<file path="src/rtl/sch_pkg.sv">
package sch_pkg;

  typedef enum logic [2:0] {
    OP_CLEAR  = 3'd0,
    OP_HALT   = 3'd1,
    OP_MODIFY = 3'd2,
    OP_START  = 3'd3,
    OP_RESUME = 3'd4,
    OP_TEST   = 3'd5,
    OP_STORE  = 3'd6,
    OP_CANCEL = 3'd7
  } sch_op_e;

  typedef enum logic [1:0] {
    EV_FINAL = 2'd0,
    EV_INTER = 2'd1,
    EV_PATHF = 2'd2,
    EV_BUSY  = 2'd3
  } sch_ev_e;

  // Control word held per subchannel; the packed order is the store layout.
  typedef struct packed {
    logic [15:0] mbi;
    logic [7:0]  lpm;
    logic [7:0]  pom;
    logic        en;
    logic [1:0]  lm;
    logic [1:0]  mm;
    logic        mp;
    logic [2:0]  isc;
    logic        cs;
    logic        vld;
    logic        pend;
    logic        inter;
    logic        busy;
    logic [2:0]  pri;
    logic [7:0]  pnom;
    logic [7:0]  lpum;
  } sch_ctl_t;

  localparam int unsigned CTL_W     = $bits(sch_ctl_t);
  localparam logic [15:0] SSID_TAG  = 16'h0001;
  localparam logic [1:0]  LM_RESV   = 2'b11;
  localparam logic [7:0]  LPUM_INIT = 8'h80;

endpackage

</file>
<file path="src/rtl/sch_decode.sv">
module sch_decode #(
  parameter int unsigned NUM_SCH = 16,
  parameter int unsigned IDX_W   = $clog2(NUM_SCH)
) (
  input  logic [31:0]      sid,
  output logic             sid_ok,
  output logic             present,
  output logic [IDX_W-1:0] idx
);
  import sch_pkg::*;

  assign sid_ok  = (sid[31:16] == SSID_TAG);
  assign present = ({16'd0, sid[15:0]} < 32'(NUM_SCH));
  assign idx     = sid[IDX_W-1:0];

endmodule

</file>
<file path="src/rtl/sch_event.sv">
module sch_event (
  input  sch_pkg::sch_ctl_t cur,
  input  logic [1:0]        kind,
  input  logic [7:0]        mask,
  output sch_pkg::sch_ctl_t nxt
);
  import sch_pkg::*;

  always_comb begin
    nxt = cur;
    case (sch_ev_e'(kind))
      EV_FINAL: begin
        nxt.pend  = 1'b1;
        nxt.inter = 1'b0;
        nxt.busy  = 1'b0;
      end
      EV_INTER: begin
        nxt.pend  = 1'b1;
        nxt.inter = 1'b1;
      end
      EV_PATHF: nxt.pnom = cur.pnom | mask;
      EV_BUSY:  nxt.busy = 1'b1;
      default:  nxt = cur;
    endcase
  end

endmodule

</file>
<file path="src/rtl/sch_cmd.sv">
module sch_cmd #(
  parameter logic [7:0] PAM = 8'hF0
) (
  input  logic [2:0]        cmd,
  input  logic              sid_ok,
  input  logic              present,
  input  logic [63:0]       word,
  input  logic              parm_msb,
  input  sch_pkg::sch_ctl_t cur,
  output logic [1:0]        cc,
  output logic              exc,
  output logic              wr_en,
  output logic              ip_we,
  output sch_pkg::sch_ctl_t nxt
);
  import sch_pkg::*;

  sch_op_e op;
  logic    usable;
  logic    hard_pend;
  logic    mod_bad;
  logic    start_bad;
  logic    fmt_err;

  assign op        = sch_op_e'(cmd);
  assign usable    = present && cur.vld && cur.en;
  assign hard_pend = cur.pend && !cur.inter;
  assign mod_bad   = (word[21:0] != 22'd0) || (word[30:29] == LM_RESV);
  assign start_bad = (word[15:12] != 4'd0) || parm_msb;
  assign fmt_err   = ((op == OP_MODIFY) && mod_bad) || ((op == OP_START) && start_bad);

  always_comb begin
    cc    = 2'd0;
    exc   = 1'b0;
    wr_en = 1'b0;
    ip_we = 1'b0;
    nxt   = cur;
    if (!sid_ok || fmt_err) begin
      exc = 1'b1;
    end else begin
      case (op)
        OP_MODIFY: begin
          if (!present)       cc = 2'd3;
          else if (!cur.vld)  cc = 2'd0;
          else if (hard_pend) cc = 2'd1;
          else if (cur.busy)  cc = 2'd2;
          else begin
            wr_en    = 1'b1;
            ip_we    = 1'b1;
            nxt.mbi  = word[63:48];
            nxt.lpm  = word[47:40];
            nxt.pom  = word[39:32];
            nxt.en   = word[31];
            nxt.lm   = word[30:29];
            nxt.mm   = word[28:27];
            nxt.mp   = word[26];
            nxt.isc  = word[25:23];
            nxt.cs   = word[22];
            nxt.pri  = word[25:23];
          end
        end
        OP_START: begin
          if (!usable || ((word[7:0] & PAM) == 8'd0)) begin
            cc = 2'd3;
          end else begin
            wr_en    = 1'b1;
            nxt.pnom = 8'd0;
            nxt.lpm  = word[7:0];
            if (cur.pend)      cc = 2'd1;
            else if (cur.busy) cc = 2'd2;
            else begin
              nxt.busy = 1'b1;
              nxt.lpum = LPUM_INIT;
            end
          end
        end
        OP_STORE: cc = present ? 2'd0 : 2'd3;
        default: begin
          if (!usable) begin
            cc = 2'd3;
          end else begin
            case (op)
              OP_CLEAR: begin
                wr_en     = 1'b1;
                nxt.pend  = 1'b0;
                nxt.inter = 1'b0;
                nxt.busy  = 1'b0;
              end
              OP_HALT: begin
                if (hard_pend) cc = 2'd1;
                else begin
                  wr_en     = 1'b1;
                  nxt.busy  = 1'b0;
                  nxt.pend  = 1'b1;
                  nxt.inter = 1'b0;
                end
              end
              OP_RESUME: begin
                if (cur.pend)       cc = 2'd1;
                else if (!cur.busy) cc = 2'd2;
              end
              OP_TEST: begin
                if (cur.pend) begin
                  wr_en     = 1'b1;
                  nxt.pend  = 1'b0;
                  nxt.inter = 1'b0;
                end else cc = 2'd1;
              end
              OP_CANCEL: begin
                if (cur.pend)       cc = 2'd1;
                else if (!cur.busy) cc = 2'd2;
                else begin
                  wr_en    = 1'b1;
                  nxt.busy = 1'b0;
                end
              end
              default: cc = 2'd0;
            endcase
          end
        end
      endcase
    end
  end

endmodule

</file>
<file path="src/rtl/sch_table.sv">
module sch_table #(
  parameter int unsigned        NUM_SCH    = 16,
  parameter int unsigned        IDX_W      = $clog2(NUM_SCH),
  parameter logic [NUM_SCH-1:0] VALID_MASK = {1'b0, {(NUM_SCH-1){1'b1}}}
) (
  input  logic              clk,
  input  logic              rst,
  input  logic [IDX_W-1:0]  rd_idx,
  output sch_pkg::sch_ctl_t rd_ctl,
  output logic [31:0]       rd_ip,
  input  logic [IDX_W-1:0]  ev_idx,
  output sch_pkg::sch_ctl_t ev_cur,
  input  logic              wr_en,
  input  logic              ip_we,
  input  logic [IDX_W-1:0]  wr_idx,
  input  sch_pkg::sch_ctl_t wr_ctl,
  input  logic [31:0]       wr_ip,
  input  logic              ev_en,
  input  sch_pkg::sch_ctl_t ev_ctl
);
  import sch_pkg::*;

  sch_ctl_t    ctl_q [NUM_SCH];
  logic [31:0] ip_q  [NUM_SCH];

  assign rd_ctl = (32'(rd_idx) < NUM_SCH) ? ctl_q[rd_idx] : '0;
  assign rd_ip  = (32'(rd_idx) < NUM_SCH) ? ip_q[rd_idx]  : '0;
  assign ev_cur = (32'(ev_idx) < NUM_SCH) ? ctl_q[ev_idx] : '0;

  always_ff @(posedge clk) begin
    if (rst) begin
      for (int i = 0; i < NUM_SCH; i++) begin
        ctl_q[i]     <= '0;
        ctl_q[i].vld <= VALID_MASK[i];
        ip_q[i]      <= '0;
      end
    end else if (wr_en && (32'(wr_idx) < NUM_SCH)) begin
      ctl_q[wr_idx] <= wr_ctl;
      if (ip_we) ip_q[wr_idx] <= wr_ip;
    end else if (ev_en && (32'(ev_idx) < NUM_SCH)) begin
      ctl_q[ev_idx] <= ev_ctl;
    end
  end


  port_clash_chk: assert property (@(posedge clk) disable iff (rst)
    !(wr_en && ev_en));

endmodule

</file>
<file path="src/rtl/sch_cc_unit.sv">
module sch_cc_unit #(
  parameter int unsigned        NUM_SCH    = 16,
  parameter int unsigned        IDX_W      = $clog2(NUM_SCH),
  parameter logic [7:0]         PAM        = 8'hF0,
  parameter logic [NUM_SCH-1:0] VALID_MASK = {1'b0, {(NUM_SCH-1){1'b1}}}
) (
  input  logic                       clk,
  input  logic                       rst,
  input  logic                       req_valid,
  output logic                       req_ready,
  input  logic [2:0]                 req_cmd,
  input  logic [31:0]                req_sid,
  input  logic [63:0]                req_word,
  input  logic [31:0]                req_parm,
  input  logic                       ev_valid,
  input  logic [IDX_W-1:0]           ev_idx,
  input  logic [1:0]                 ev_kind,
  input  logic [7:0]                 ev_mask,
  output logic                       rsp_valid,
  output logic [1:0]                 rsp_cc,
  output logic                       rsp_exc,
  output logic [sch_pkg::CTL_W-1:0]  rsp_info,
  output logic [31:0]                rsp_parm
);
  import sch_pkg::*;

  logic             fire;
  logic             sid_ok;
  logic             present;
  logic [IDX_W-1:0] idx;
  sch_ctl_t         cur_ctl;
  logic [31:0]      cur_ip;
  sch_ctl_t         ev_cur;
  sch_ctl_t         ev_nxt;
  sch_ctl_t         cmd_nxt;
  logic [1:0]       cc_d;
  logic             exc_d;
  logic             wr_d;
  logic             ipwe_d;
  logic             show;

  assign req_ready = !ev_valid;
  assign fire      = req_valid && req_ready;

  sch_decode #(.NUM_SCH(NUM_SCH), .IDX_W(IDX_W)) i_dec (
    .sid(req_sid), .sid_ok(sid_ok), .present(present), .idx(idx)
  );

  sch_cmd #(.PAM(PAM)) i_cmd (
    .cmd(req_cmd), .sid_ok(sid_ok), .present(present), .word(req_word),
    .parm_msb(req_parm[31]), .cur(cur_ctl), .cc(cc_d), .exc(exc_d),
    .wr_en(wr_d), .ip_we(ipwe_d), .nxt(cmd_nxt)
  );

  sch_event i_evt (
    .cur(ev_cur), .kind(ev_kind), .mask(ev_mask), .nxt(ev_nxt)
  );

  sch_table #(.NUM_SCH(NUM_SCH), .IDX_W(IDX_W), .VALID_MASK(VALID_MASK)) i_tab (
    .clk(clk), .rst(rst),
    .rd_idx(idx), .rd_ctl(cur_ctl), .rd_ip(cur_ip),
    .ev_idx(ev_idx), .ev_cur(ev_cur),
    .wr_en(fire && wr_d), .ip_we(ipwe_d), .wr_idx(idx), .wr_ctl(cmd_nxt),
    .wr_ip(req_parm), .ev_en(ev_valid), .ev_ctl(ev_nxt)
  );

  assign show = (sch_op_e'(req_cmd) == OP_STORE) && !exc_d && present;

  always_ff @(posedge clk) begin
    if (rst) begin
      rsp_valid <= 1'b0;
      rsp_cc    <= 2'd0;
      rsp_exc   <= 1'b0;
      rsp_info  <= '0;
      rsp_parm  <= '0;
    end else begin
      rsp_valid <= fire;
      if (fire) begin
        rsp_cc   <= cc_d;
        rsp_exc  <= exc_d;
        rsp_info <= show ? cur_ctl : '0;
        rsp_parm <= show ? cur_ip  : '0;
      end
    end
  end


  rsp_follow_chk: assert property (@(posedge clk) disable iff (rst)
    fire |=> rsp_valid);

  rsp_single_chk: assert property (@(posedge clk) disable iff (rst)
    !fire |=> !rsp_valid);

  ssid_exc_chk: assert property (@(posedge clk) disable iff (rst)
    (fire && req_sid[31:16] != 16'h0001) |=> rsp_exc);

  exc_quiet_chk: assert property (@(posedge clk) disable iff (rst)
    (rsp_valid && rsp_exc) |-> (rsp_cc == 2'd0 && rsp_info == '0));

  info_zero_chk: assert property (@(posedge clk) disable iff (rst)
    (fire && req_cmd != 3'd6) |=> (rsp_info == '0 && rsp_parm == 32'd0));

endmodule

</file>
<file path="config.mk">
export PLATFORM = sky130hd
export DESIGN_NAME = sch_cc_unit
export DESIGN_NICKNAME = d
export VERILOG_FILES = /design/src/rtl/sch_pkg.sv /design/src/rtl/sch_decode.sv /design/src/rtl/sch_event.sv /design/src/rtl/sch_cmd.sv /design/src/rtl/sch_table.sv /design/src/rtl/sch_cc_unit.sv
export SDC_FILE = /design/constraint.sdc
export NUM_CORES = 2
export LEC_CHECK = 0
export ABC_AREA = 1
export BUFFER_PORTS_ARGS = -buffer_cell sky130_fd_sc_hd__buf_2
export CORE_ASPECT_RATIO = 1.75
export CORE_UTILIZATION = 45
export DETAILED_ROUTE_END_ITERATION = 12
export SLEW_MARGIN = 20
export SYNTH_ARGS = -nofsm -noshare
export SYNTH_HDL_FRONTEND = slang
export SYNTH_HIERARCHICAL = 1
export SYNTH_SLANG_ARGS = --single-unit
export TNS_END_PERCENT = 50
</file>
<file path="constraint.sdc">
create_clock -name clk -period 10.9 [get_ports clk]
set_input_delay 0.545 -clock clk [delete_from_list [all_inputs] [get_ports clk]]
set_output_delay 0.545 -clock clk [all_outputs]
set_load 0.02 [all_outputs]
</file>
== Yosys cells after proc, flatten, opt, wreduce, memory -nomap -nowiden ==
Memories as Yosys holds them, arrays and structs flattened.
Index checks and enable logic that the tools add are counted.

* Add/sub/neg operators: 0
* Multiply operators: 0
* Div/mod/pow operators: 0
* Order comparisons: 1
* Equal/unequal tests: 12
* Shift operators: 0
* Muxes and demuxes: 103
* Bitwise operators: 17
* Reduce and logical (&&, ||, !) cells: 30

{| class="wikitable"
|+ Operators with widths
! cell !! count
|-
| 42-bit 2-to-1 mux || 5
|-
| 65-bit 2-to-1 mux || 3
|-
| 65-bit OR reduction || 2
|-
| 32-bit 2-to-1 mux || 2
|-
| 1-bit 2-to-1 mux || 50
|-
| 16-bit 2-to-1 mux || 3
|-
| 8-bit 2-to-1 mux || 4
|-
| 32-bit OR reduction || 1
|-
| 2-bit 2-to-1 mux || 14
|-
| 22-bit 2-to-1 mux || 1
|-
| 22-bit nonzero test || 1
|-
| 3-bit 2-to-1 mux || 7
|-
| 18-bit 2-to-1 mux || 1
|-
| 2-bit one-hot mux with 3 select lines || 3
|-
| 16-bit by 1-bit equality test with 1-bit output (second input constant) || 1
|-
| 16-bit by 5-bit less-than comparator with 1-bit output (second input constant) || 1
|-
| 1-bit OR || 16
|-
| 8-bit one-hot mux with 2 select lines || 1
|-
| 3-bit equality test (second input constant) || 4
|-
| 4-bit 2-to-1 mux || 3
|-
| 1-bit logical AND || 9
|-
| 8-bit logical NOT || 1
|-
| 8-bit OR || 1
|-
| 2-bit equality test (second input constant) || 3
|-
| 14 further kinds || 26
|}

* Flip-flop bits (word level): 101
* Bits in latches: 0
* Memory bits (writable): 1552
* Bits in read-only memories: 0
* Bits of input ports: 149
* Output and inout bits: 102
* Memories: 2

{| class="wikitable"
|+ Memory list
! memory !! depth !! width !! rd ports !! clocked after memory_dff !! wr ports !! line !! RTL
|-
| i_tab.ctl_q || 16 || 65 || 2 || 0 || 16 || sch_table.sv:23 || <nowiki>sch_ctl_t ctl_q [NUM_SCH];</nowiki>
|-
| i_tab.ip_q || 16 || 32 || 1 || 0 || 16 || sch_table.sv:24 || <nowiki>logic [31:0] ip_q [NUM_SCH];</nowiki>
|}

== Longest topological paths before layout ==
* Word-level depth: 15
* Mapped depth: 30
* Depth with buffers taken out: 23

== By module ==
Netlist, hierarchy kept.

{| class="wikitable"
|+ Modules (own cells, without submodules)
! module !! times used !! cells an instance !! area an instance (µm²) !! seq. area each (µm²)
|-
| sch_table || 1 || 8827 || 80544.7 || 46594.7
|-
| sch_cc_unit || 1 || 453 || 3668.5 || 2021.9
|-
| sch_cmd || 1 || 441 || 2048.2 || 0.0
|-
| sch_event || 1 || 95 || 595.6 || 0.0
|-
| sch_decode || 1 || 53 || 214.0 || 0.0
|}

== Least setup slack after synthesis ==
Ideal clock, no wire load.

* Path type: input to register
* Start: in req_sid[0]
* End: mem i_tab/ctl_q[2][0] (netlist bit) (enable)
* Library setup time: 0.578 ns
* Arrival time: 8.161 ns
* Data required time: 10.322 ns
* Path slack: 2.161 ns
* Cell stages on the path: 25
* Path buffers: 7
* Cells stage by stage: buf_4 buf_2 buf_2 buf_2 clkbuf_1 o211ai_1 nand3_1 nand3_1 nand2_1 nand3_1 inv_2 nand3_1 nand3b_1 nand2_2 nor2_2 inv_1 nor2_1 inv_2 nand3_2 buf_6 nand2_1 nand2_2 nand3_1 buf_2 o21ai_0

{| class="wikitable"
|+ RTL lines
! what !! line !! RTL
|-
| from (decl) || sch_cc_unit.sv:12 || <nowiki>input logic [31:0] req_sid,</nowiki>
|-
| to (decl) || sch_table.sv:23 ||
|}

==> run_results.csv <==
group,metric,value,unit
critical_path,cp.required,11.37,ns
timing,setup_tns,0,ns
floorplan,ioPinCount,251,
synth,synth.ff_latch_count,1653,
detailed_routing,postRouteAntennaNets,0,
detailed_routing,drcViolationCount,0,
floorplan,rows,213,
detailed_routing,dr.pass1.iters,11,
final_layout,nNetsFinal,9602,
synth,synth_seq_area_share,0.558,
final_layout,syn_to_final_growth,8.08,%
critical_path,critPathMaxFanout,165,
floorplan,floorplan.initialDensity,0.453,
timing,slew_headroom,0.169,
critical_path,critPathMaxStageDelay,0.89,ns
clocking,holdBufCountCts,0,
critical_path,path_cells,"buf_8 -> buf_12 -> a21oi_1 -> o21ai_0 -> nand3_1 -> nand3_1 -> nand2_1 -> nand2_1 -> nand2_1 -> nor3_2 -> nand3b_1 -> nand2_2 -> nor2_2 -> inv_1 -> nor2_1 -> inv_2 -> nand3_4 -> nand2_1 -> nand2_2 -> inv_2 -> nor2_1 -> nand2_4 -> nand2_4 -> buf_4",
global_route,antenna_found_initial,8,
synth,syn_nets,10000,
synth,synth-main-ff-cell,"edfxtp_1",
power,share_seq_of_total_power,0.485,
global_route,grt_use_total,0.307,
floorplan,core_area,192000,um2
clocking,root_buffer,"clkbuf_16",
timing,finalCritPeriodShare,0.685,
clocking,cts_tree,"yes",
synth,ys_types,37,
detailed_routing,post_drt_wl_per_cell,25.3,um
critical_path,timing.critical_path.mode_cell,"nand2_1",
floorplan,die_w,335,um
global_route,grt_max_degree,216,
floorplan,dieHeight,584,um
synth,syn-instance-count,9869,
synth,ys.warnings.count,6,
clocking,cts_resized,0,
critical_path,critPathSlowestCell,"nand2_4",
clocking,post_cts_buffers,0,
final_layout,drive_gt1_frac,0.0821,
timing,slew_violations,0,
timing,fmax,134,MHz
power,ir_worst_vdd,0.132,mV
timing,layout_min_cycle_time,7.46,ns
power,combPwrFrac,0.129,
timing,rsz0062_at_grt,"false",
status,status,"finished, final reports clean",
power,p_leak,36.4,nW
timing,setup_viol,0,
timing,hold_violations,0,
synth,yosysTopAreaCellShare,0.535,
global_route,grt_pass1_vias,70600,
clocking,cts_buffer_depth,4,
synth,synth-edff-count,1551,
placement,dp_hpwl,176000,um
global_route,grt_pass1_wl,448000,um
detailed_routing,drt_wl_total,307000,um
power,switching_share,0.273,
detailed_routing,drt-initial-drc-count,8659,
clocking,cts_num_sinks,1653,
synth,synthArstFlopShare,0,
critical_path,path_delay_family,"simple AND/OR/NAND/NOR gates",
worst_hold_path,hold_class,"input pin to flop",
synth,synthTopCellsByArea,"edfxtp_1 53%, nand3_1 5.9%, o211ai_1 5.6%, nand2_1 5.6%, nor2_1 4.7%",
timing,tightestPinTransition,1.25,ns
critical_path,critPathCaptureType,"flop",
synth,yosysMostFrequentCell,"edfxtp_1",
critical_path,arrival,7.93,ns
power,switchingPower,0.00410,W
power,powerDensity,159,nW/um2
final_layout,stdcell_area,94100,um2
power,power_frac_clock,0.386,
detailed_routing,vias,73800,
placement,io_buffers,250,
clocking,htreeDepth,4,
power,power.internal,0.0109,W
global_route,overflow,0,
synth,synth_top_area_cell,"edfxtp_1",
timing,finalClockSkew,0.0448,ns
clocking,clk_pin_slew_worst_paths,0.07,ns
clocking,clock_latency,0.84,ns
placement,dpl_cell_area,88700,um2
floorplan,die-area,195000,um2
synth,syn_avg_cell_area,8.82,um2
detailed_routing,viasPerCell,6.07,
critical_path,crit_type,"input pin to flop",
critical_path,path_buf_inv,6,
synth,synthTopCellsByCount,"1,551 x edfxtp_1, 1,298 x nand2_1, 1,079 x nor2_1",
synth,synth_area,87100,um2
critical_path,start_kind,"input pin",
clocking,cts_buffers,167,
placement,gp_congestion,0.883,
job,drv_cap,0,
-- routing by layer --
metal | up-vias | wire (um) | global-route usage
li1 | 33200 | - | -
met1 | 35700 | 111000 | 0.366
met2 | 3957 | 152000 | 0.534
met3 | 972 | 26900 | 0.0451
met4 | 2 | 17300 | 0.161
met5 | - | 12 | 0
-- layout make-up --
class	count	area [um2]
clock inverters	79	830
multi-input cells	6242	30600
inverters	977	3700
flip-flops and latches	1653	48600
repair buffers	408	2630
diodes	4	10.0
clock buffers	216	4460
well taps	2580	3230
fillers	18100	98300
-- through the flow --
stage          power [W]  setup WS (ns)  instances  utilization  hold WS [ns]
3_3_place_gp     0.00927           2.91      11900        0.461         0.484
3_5_place_dp     0.00931           2.86      11900        0.461         0.495
4_1_cts           0.0150           3.73      12200        0.489       0.00822
2_1_floorplan    0.00866           2.16       9869            -         0.512
5_1_grt           0.0154           3.14      12200        0.489        0.0220
6_report          0.0150           3.44      12200        0.489        0.0461
-- power groups by stage --
stage / combinational (W) / clock, W / sequential, W
floorplan: 0.00123 / 0 / 0.00743
global placement: 0.00187 / 0 / 0.00740
detailed placement: 0.00190 / 0 / 0.00741
CTS: 0.00190 / 0.00587 / 0.00727
global route: 0.00207 / 0.00606 / 0.00730
finish: 0.00194 / 0.00579 / 0.00727
-- final timing paths --
| kind | from | endpoint | slack (ns) | cells after the start |
|---|---|---|---|---|
| worst max-delay path | req_sid[0] | i_tab/ctl_q[10][23] | 3.44 | 24 |
| worst min-delay path | rst | rsp_valid | 0.05 | 2 |
| worst max register to register | i_tab/ctl_q[9][22] | i_tab/ctl_q[10][23] | 4.09 | 23 |
| worst min register to register | rsp_cc[1] | rsp_cc[1] | 0.50 | 2 |
-- cells in the final DEF, fill, tap and decap left out, drive strengths merged, types with 9 or more instances in the layout --
master  instances
a21boi          9
a21oi         756
buf           408
bufinv         16
clkbuf        216
clkinv         53
dfxtp         102
edfxtp       1551
inv           983
nand2        1306
nand3        1024
nand4          10
nor2         1088
nor3          519
o211ai        651
o21a            9
o21ai         857
-- state kept, by name, summed over array words and instances (netlist names) --
register / cells
rsp_exc: 1
rsp_parm: 32
rsp_valid: 1
rsp_cc: 2
i_tab/ip_q: 512
rsp_info: 65
i_tab/ctl_q: 1040
-- cell families (layout without fill, tap and decap cells) --
group	count (synthesis)	after routing	synth area share
compound gates	2282	2282	0.152
fa+ha+maj	4	4	0.000575
buf+inv	1974	1680	0.0942
flops	1653	1653	0.558
other cells	0	4	0
simple gates	3956	3956	0.195
-- worst reg2reg max path, stage by stage (launching register included) --
cell and delay (ns):
edfxtp_1 0.33, inv_1 0.05, a21oi_1 0.12, o21ai_0 0.11, nand3_1 0.12, nand3_1 0.11
nand2_1 0.32, nand3_1 0.18, inv_2 0.31, nand3_1 0.47, nand3b_1 0.28, nand2_2 0.07
nor2_2 0.10, inv_1 0.05, nor2_1 0.37, inv_2 0.13, nand3_4 0.54, nand2_1 0.15
nand2_2 0.20, inv_2 0.11, nor2_1 0.40, nand2_4 0.44, nand2_4 0.90, buf_4 0.56
(Power assumes the default switching activity.)
